===== src/rtl/ut16_pkg.sv =====
package ut16_pkg;
    typedef enum logic [1:0] {
        ST_IDLE  = 2'd0,
        ST_TIMER = 2'd1,
        ST_EVENT = 2'd2
    } ut_state_e;

    typedef enum logic [1:0] {
        CK_DIV1  = 2'd0,
        CK_DIV2  = 2'd1,
        CK_DIV12 = 2'd2,
        CK_EXT8  = 2'd3
    } ut_clksel_e;

    localparam logic [2:0] A_CTRL   = 3'd0;
    localparam logic [2:0] A_CFG    = 3'd1;
    localparam logic [2:0] A_CNT_LO = 3'd2;
    localparam logic [2:0] A_CNT_HI = 3'd3;
    localparam logic [2:0] A_RLD_LO = 3'd4;
    localparam logic [2:0] A_RLD_HI = 3'd5;
    localparam logic [2:0] A_CAP_LO = 3'd6;
    localparam logic [2:0] A_CAP_HI = 3'd7;
endpackage


===== src/rtl/ut16_sync_edge.sv =====
module ut16_sync_edge #(
    parameter int STAGES = 2
) (
    input  logic clk,
    input  logic rst_n,
    input  logic pin,
    output logic lvl,
    output logic lvl_dly
);
    logic [STAGES-1:0] chain_q;
    logic              dly_q;

    generate
        genvar gi;
        for (gi = 0; gi < STAGES; gi++) begin : g_stage
            always_ff @(posedge clk or negedge rst_n) begin
                if (!rst_n) begin
                    chain_q[gi] <= 1'b0;
                end else begin
                    chain_q[gi] <= (gi == 0) ? pin : chain_q[(gi == 0) ? 0 : gi-1];
                end
            end
        end
    endgenerate

    always_ff @(posedge clk or negedge rst_n) begin
        if (!rst_n) dly_q <= 1'b0;
        else        dly_q <= chain_q[STAGES-1];
    end

    assign lvl     = chain_q[STAGES-1];
    assign lvl_dly = dly_q;
endmodule


===== src/rtl/ut16_prescaler.sv =====
module ut16_prescaler
    import ut16_pkg::*;
#(
    parameter int DIV_B   = 2,
    parameter int DIV_C   = 12,
    parameter int DIV_EXT = 8
) (
    input  logic       clk,
    input  logic       rst_n,
    input  logic       active,
    input  ut_clksel_e sel,
    input  logic       ext_rise,
    output logic       tick
);
    localparam int MAX_AB = (DIV_B > DIV_C) ? DIV_B : DIV_C;
    localparam int MAX_D  = (MAX_AB > DIV_EXT) ? MAX_AB : DIV_EXT;
    localparam int PW     = (MAX_D > 2) ? $clog2(MAX_D) : 1;

    logic [PW-1:0] cnt_q;
    logic [PW-1:0] last;
    logic          adv;

    always_comb begin
        unique case (sel)
            CK_DIV1:  last = '0;
            CK_DIV2:  last = PW'(DIV_B - 1);
            CK_DIV12: last = PW'(DIV_C - 1);
            CK_EXT8:  last = PW'(DIV_EXT - 1);
        endcase
        adv  = (sel == CK_EXT8) ? ext_rise : 1'b1;
        tick = active && adv && (cnt_q == last);
    end

    always_ff @(posedge clk or negedge rst_n) begin
        if (!rst_n) begin
            cnt_q <= '0;
        end else if (!active) begin
            cnt_q <= '0;
        end else if (adv) begin
            cnt_q <= tick ? '0 : cnt_q + 1'b1;
        end
    end
endmodule


===== src/rtl/updn_timer16.sv =====
module updn_timer16
    import ut16_pkg::*;
#(
    parameter int BYTE_W    = 8,
    parameter int SYNC_STG  = 2,
    parameter int DIV_B     = 2,
    parameter int DIV_C     = 12,
    parameter int DIV_EXT   = 8
) (
    input  logic              clk,
    input  logic              rst_n,
    input  logic [2:0]        bus_addr,
    input  logic              bus_we,
    input  logic [BYTE_W-1:0] bus_wdata,
    output logic [BYTE_W-1:0] bus_rdata,
    input  logic              cnt_pin,
    input  logic              aux_pin,
    input  logic              ext_osc,
    output logic              ovf_flag,
    output logic              cap_flag,
    output logic              tgl_out
);
    localparam int CW = 2 * BYTE_W;
    localparam logic [CW-1:0] CNT_MAX = '1;

    ut_state_e   state_q, state_d;
    logic        run_q, src_q, capm_q, ovf_q, capf_q;
    ut_clksel_e  cksel_q;
    logic        dec_q, tgle_q, tgl_q;
    logic [CW-1:0] cnt_q, cnt_nx, rld_q, cap_q, bottom;
    logic        cnt_s, cnt_d, aux_s, aux_d, ext_s, ext_d;
    logic        cnt_fall, aux_fall, ext_rise, tick, step, dir_up, evt;
    logic        wr_ctrl, wr_cfg, wr_clo, wr_chi, cap_trig;

    ut16_sync_edge #(.STAGES(SYNC_STG)) u_sync_cnt (
        .clk(clk), .rst_n(rst_n), .pin(cnt_pin), .lvl(cnt_s), .lvl_dly(cnt_d));
    ut16_sync_edge #(.STAGES(SYNC_STG)) u_sync_aux (
        .clk(clk), .rst_n(rst_n), .pin(aux_pin), .lvl(aux_s), .lvl_dly(aux_d));
    ut16_sync_edge #(.STAGES(SYNC_STG)) u_sync_ext (
        .clk(clk), .rst_n(rst_n), .pin(ext_osc), .lvl(ext_s), .lvl_dly(ext_d));

    assign cnt_fall = cnt_d & ~cnt_s;
    assign aux_fall = aux_d & ~aux_s;
    assign ext_rise = ext_s & ~ext_d;

    ut16_prescaler #(.DIV_B(DIV_B), .DIV_C(DIV_C), .DIV_EXT(DIV_EXT)) u_pre (
        .clk(clk), .rst_n(rst_n), .active(state_q == ST_TIMER),
        .sel(cksel_q), .ext_rise(ext_rise), .tick(tick));

    // State register
    always_ff @(posedge clk or negedge rst_n) begin
        if (!rst_n) state_q <= ST_IDLE;
        else        state_q <= state_d;
    end

    // Next-state selection
    always_comb begin
        state_d = state_q;
        unique case (state_q)
            ST_IDLE:  if (run_q) state_d = src_q ? ST_EVENT : ST_TIMER;
            ST_TIMER: if (!run_q) state_d = ST_IDLE;
                      else if (src_q) state_d = ST_EVENT;
            ST_EVENT: if (!run_q) state_d = ST_IDLE;
                      else if (!src_q) state_d = ST_TIMER;
            default:  state_d = ST_IDLE;
        endcase
    end

    // Output process: step, direction, wrap handling
    always_comb begin
        step   = ((state_q == ST_TIMER) && tick) || ((state_q == ST_EVENT) && cnt_fall);
        dir_up = !dec_q || aux_s;
        bottom = capm_q ? '0 : rld_q;
        evt    = 1'b0;
        cnt_nx = cnt_q;
        if (step) begin
            if (dir_up) begin
                if (cnt_q == CNT_MAX) begin
                    evt    = 1'b1;
                    cnt_nx = capm_q ? '0 : rld_q;
                end else begin
                    cnt_nx = cnt_q + 1'b1;
                end
            end else begin
                if (cnt_q == bottom) begin
                    evt    = 1'b1;
                    cnt_nx = CNT_MAX;
                end else begin
                    cnt_nx = cnt_q - 1'b1;
                end
            end
        end
    end

    assign wr_ctrl  = bus_we && (bus_addr == A_CTRL);
    assign wr_cfg   = bus_we && (bus_addr == A_CFG);
    assign wr_clo   = bus_we && (bus_addr == A_CNT_LO);
    assign wr_chi   = bus_we && (bus_addr == A_CNT_HI);
    assign cap_trig = capm_q && !dec_q && aux_fall;

    always_ff @(posedge clk or negedge rst_n) begin
        if (!rst_n) begin
            run_q <= 1'b0; src_q <= 1'b0; capm_q <= 1'b0;
            ovf_q <= 1'b0; capf_q <= 1'b0; tgl_q <= 1'b0;
            cksel_q <= CK_DIV1; dec_q <= 1'b0; tgle_q <= 1'b0;
            cnt_q <= '0; rld_q <= '0; cap_q <= '0;
        end else begin
            if (wr_ctrl) begin
                run_q  <= bus_wdata[0];
                src_q  <= bus_wdata[1];
                capm_q <= bus_wdata[2];
            end
            if (wr_cfg) begin
                cksel_q <= ut_clksel_e'(bus_wdata[1:0]);
                dec_q   <= bus_wdata[2];
                tgle_q  <= bus_wdata[3];
            end
            if (bus_we && (bus_addr == A_RLD_LO)) rld_q[BYTE_W-1:0]  <= bus_wdata;
            if (bus_we && (bus_addr == A_RLD_HI)) rld_q[CW-1:BYTE_W] <= bus_wdata;
            if (wr_clo) cnt_q[BYTE_W-1:0]  <= bus_wdata;
            if (wr_chi) cnt_q[CW-1:BYTE_W] <= bus_wdata;
            if (!(wr_clo || wr_chi)) cnt_q <= cnt_nx;
            if (cap_trig) cap_q <= cnt_q;
            ovf_q  <= evt      | (wr_ctrl ? (ovf_q  & bus_wdata[3]) : ovf_q);
            capf_q <= cap_trig | (wr_ctrl ? (capf_q & bus_wdata[4]) : capf_q);
            if (evt && tgle_q) tgl_q <= ~tgl_q;
        end
    end

    always_comb begin
        bus_rdata = '0;
        unique case (bus_addr)
            A_CTRL:   bus_rdata[4:0] = {capf_q, ovf_q, capm_q, src_q, run_q};
            A_CFG:    bus_rdata[3:0] = {tgle_q, dec_q, cksel_q};
            A_CNT_LO: bus_rdata = cnt_q[BYTE_W-1:0];
            A_CNT_HI: bus_rdata = cnt_q[CW-1:BYTE_W];
            A_RLD_LO: bus_rdata = rld_q[BYTE_W-1:0];
            A_RLD_HI: bus_rdata = rld_q[CW-1:BYTE_W];
            A_CAP_LO: bus_rdata = cap_q[BYTE_W-1:0];
            A_CAP_HI: bus_rdata = cap_q[CW-1:BYTE_W];
            default:  bus_rdata = '0;
        endcase
    end

    assign ovf_flag = ovf_q;
    assign cap_flag = capf_q;
    assign tgl_out  = tgl_q;
endmodule


===== config.mk =====
export PLATFORM = sky130hd
export DESIGN_NAME = updn_timer16
export DESIGN_NICKNAME = d
export VERILOG_FILES = /design/src/rtl/ut16_pkg.sv /design/src/rtl/ut16_sync_edge.sv /design/src/rtl/ut16_prescaler.sv /design/src/rtl/updn_timer16.sv
export SDC_FILE = /design/constraint.sdc
export NUM_CORES = 1
export LEC_CHECK = 0
export ABC_AREA = 1
export CORE_MARGIN = 3
export CORE_UTILIZATION = 60
export CTS_CLUSTER_DIAMETER = 120
export DETAILED_ROUTE_END_ITERATION = 10
export PLACE_DENSITY = 0.79
export SYNTH_ARGS = -nofsm -noshare
export SYNTH_HDL_FRONTEND = slang
export SYNTH_SLANG_ARGS = --single-unit

===== constraint.sdc =====
create_clock -name clk -period 2.25 [get_ports clk]
set_clock_uncertainty 0.15 [all_clocks]
set_input_delay 0.225 -clock clk [delete_from_list [all_inputs] [get_ports clk]]
set_output_delay 0.225 -clock clk [all_outputs]
set_load 0.03 [all_outputs]

==> metrics <==
Critical Path RT 1.88 ns; final hold vios 0; Total GRT Usage 35.8%; Peak VDD IR 0.667 mV; asr flop ratio synth 100%; Layout Cells excl Fill 880; initial antenna violation count 0; Synth cell types 37; wire length on met3 2050 um; Worst Setup SP cnt_q[12]; sequential area share after synthesis 37.7%; Post-Place Cells 854; DR top layer met4; Die Y 95.8 um; Largest stage delay, worst path 0.42 ns; Post-synth EDFFs 0; CTS max path bufs 2; largest area contributor in the netlist dfrtp_1; final setup violating endpoints 0; Yosys reg bits 73; r2r setup slk 0.10 ns; cell mode on critical path buf_4; Synth Flop Type dfrtp_1; Leak 0.00292 uW; port bufs 27; final hold slack 0.151 ns; root buf cell clkbuf_8; worst-skew pair later-pin latency 0.36 ns; worst hold path class input pin to flop; MaxCap Viol Count 0; Overflow after GRT 0; die area 0.00919 sq mm; slew of the pin with the lowest slew margin 0.465 ns; clock sinks 73; CTS tree built; Tcrit/Tclk final 97.8%; pwr/cell area 1140 mW/mm^2; R2R Path End cnt_q[0]; vias in the first global route 4,864; Cell Chain, Critical Path buf_4 > inv_1 > buf_4 > nor2_1 > a221oi_2 > nand4_1 > buf_4; syn_nets 723; Max transition margin 69.0%; Starting DRT DRC Count 651; I/O pins 28; vias 5,348; post-layout util 74.3%; CTS buffer count 9; Vias/cell 6.08; status finished, final reports clean; num rows 32; Residual DRC 0; dpl hpwl 12,200 um; Synth top area share 37.7%; Starting Density 62.4%; YS warnings 0; first-pass GRT wire length 24,800 um; Max Fclk 0.454 GHz; Critical Path Sink Type output pin; clock-pin slew on the worst setup and hold paths 0.09 ns; Setup crit end bus_rdata[4]; post-route met1 wirelength 6390 um; placer congestion estimate 1.07; TritonRoute pass-1 iters 6; total power 6560 uW; Post-Syn Area 0.00484 sq mm; fin. max-slew vios 0; post-route ant nets 0; slowest CP cell dfrtp_1; Area contributors post-synth dfrtp_1, nand2_1, nand3_1, nor2_1, o21ai_0; total negative slack 0 ns; crit path launch type flop; antenna cell count 0; Setup CP Type flop to output pin; wire length on met2 7150 um; Cells after Synth 703; H-tree Lvls 3; WL final 16,200 um; CP Max Fanout 8; Core Region 0.00777 sq mm; Syn-to-layout area delta 19.1%; Die X 95.8 um; reg2reg start cnt_q[2]; fraction of layout cells with a size suffix above 1 16.2%; Avg WL per Cell 18.5 um; largest net degree at the start of global routing 34; mean post-synth cell area 6.89 sq um; reg2reg path depth 9; min cycle time layout 2.20 ns; WP data arrival 1.83 ns; Final nets 793
## state kept, by name, summed over array words and instances (netlist names), 2 cells and up
signal	cells
cksel_q	2
state_q	2
rld_q	16
cap_q	16
cnt_q	16
u_pre.cnt_q	4
## final cells by class
class,instances,area (sq um)
Clock buffer,9,124
Clock inverter,7,85.1
Fill cell,653,2000
Inverter,71,275
Multi-Input combinational cell,527,2600
Sequential cell,73,1830
Tap cell,102,128
Timing Repair Buffer,89,716
Timing Repair inverter,2,13.8
## metal layers
metal	global-route usage [%]	vias to the layer above
met5	0	-
met3	9.23	65
met4	12.4	0
met2	55.9	382
li1	-	2436
met1	48.2	2465
## report_power, final
group          leakage [uW]  switching (uW)  internal (uW)  total (uW)
registers          0.000875             417           1710        2120
clock network      0.000100             571            535        1110
logic               0.00195            2070           1260        3330
## cell usage after synthesis, types with 7 or more instances
master and count:
a21oi_1 33, a22oi_1 10, buf_2 18, clkbuf_1 7, dfrtp_1 73, inv_1 64, nand2_1 194, nand3_1 72
nand4_1 10, nor2_1 88, o21ai_0 51, o22ai_1 7, xor2_1 18
## metrics by stage
step	setup WS [ns]	area, sq um
2_1_floorplan	0.416	4840
3_3_place_gp	-0.0513	5440
3_5_place_dp	-0.0449	5440
4_1_cts	0.0118	5660
5_1_grt	-0.0464	5770
6_report	0.0489	5770
## layout by cell type (no fill, tap or decap), types with 3 or more instances in the layout
cell type and instances:
a22oi_1 10, o211ai_1 5, nor2_1 85, buf_4 70, clkdlybuf4s50_1 15, nand2_4 3, nand4_1 10, xor2_1 18
nor3_1 3, o22ai_1 7, dfrtp_1 70, nand3b_1 4, nand2_1 192, a21oi_2 5, clkinvlp_4 3, nor2_2 4
inv_1 63, inv_2 6, nand2_2 6, a21oi_1 32, clkbuf_8 9, dfrtp_2 3, o21ai_0 50, nand3_1 71
## cell families after synthesis
family	after synthesis	share of synthesized area, %
AO/OA/AOI/OAI	120	14.4
XOR/XNOR	20	3.62
adder cells (fa/ha/maj)	3	0.775
buffers and inverters	103	9.48
flip-flops	73	37.7
AND/OR/NAND/NOR	384	34.0
## timing repair
action	in CTS	in global routing
pin swaps	0	4
endpoints found under the setup margin	3	15
hold endpoints to repair	31	0
buffers inserted	0	7
hold buffers	1	0
gates cloned	0	2
gates resized for setup	3	20
## worst max-delay path: cells and delay by family (launching register included)
family / cells / cell delay [ns]
AND/OR/NAND/NOR: 2 / 0.26
AO/OA/AOI/OAI: 1 / 0.16
buffers and inverters: 4 / 0.64
flip-flops: 1 / 0.42
## worst min path at each step
stage | cells past startpoint | start | end | slack (ns)
floorplan | 0 | rst_n | cap_flag | -0.22
global placement | 1 | rst_n | u_sync_ext.lvl_dly | 0.03
detailed placement | 1 | rst_n | u_sync_ext.lvl_dly | 0.04
CTS | 1 | ext_osc | u_sync_ext.chain_q[0] | 0.14
global route | 1 | ext_osc | u_sync_ext.chain_q[0] | 0.14
finish | 1 | cnt_pin | u_sync_cnt.chain_q[0] | 0.15
Note: power is estimated with default switching activity, not from simulation.
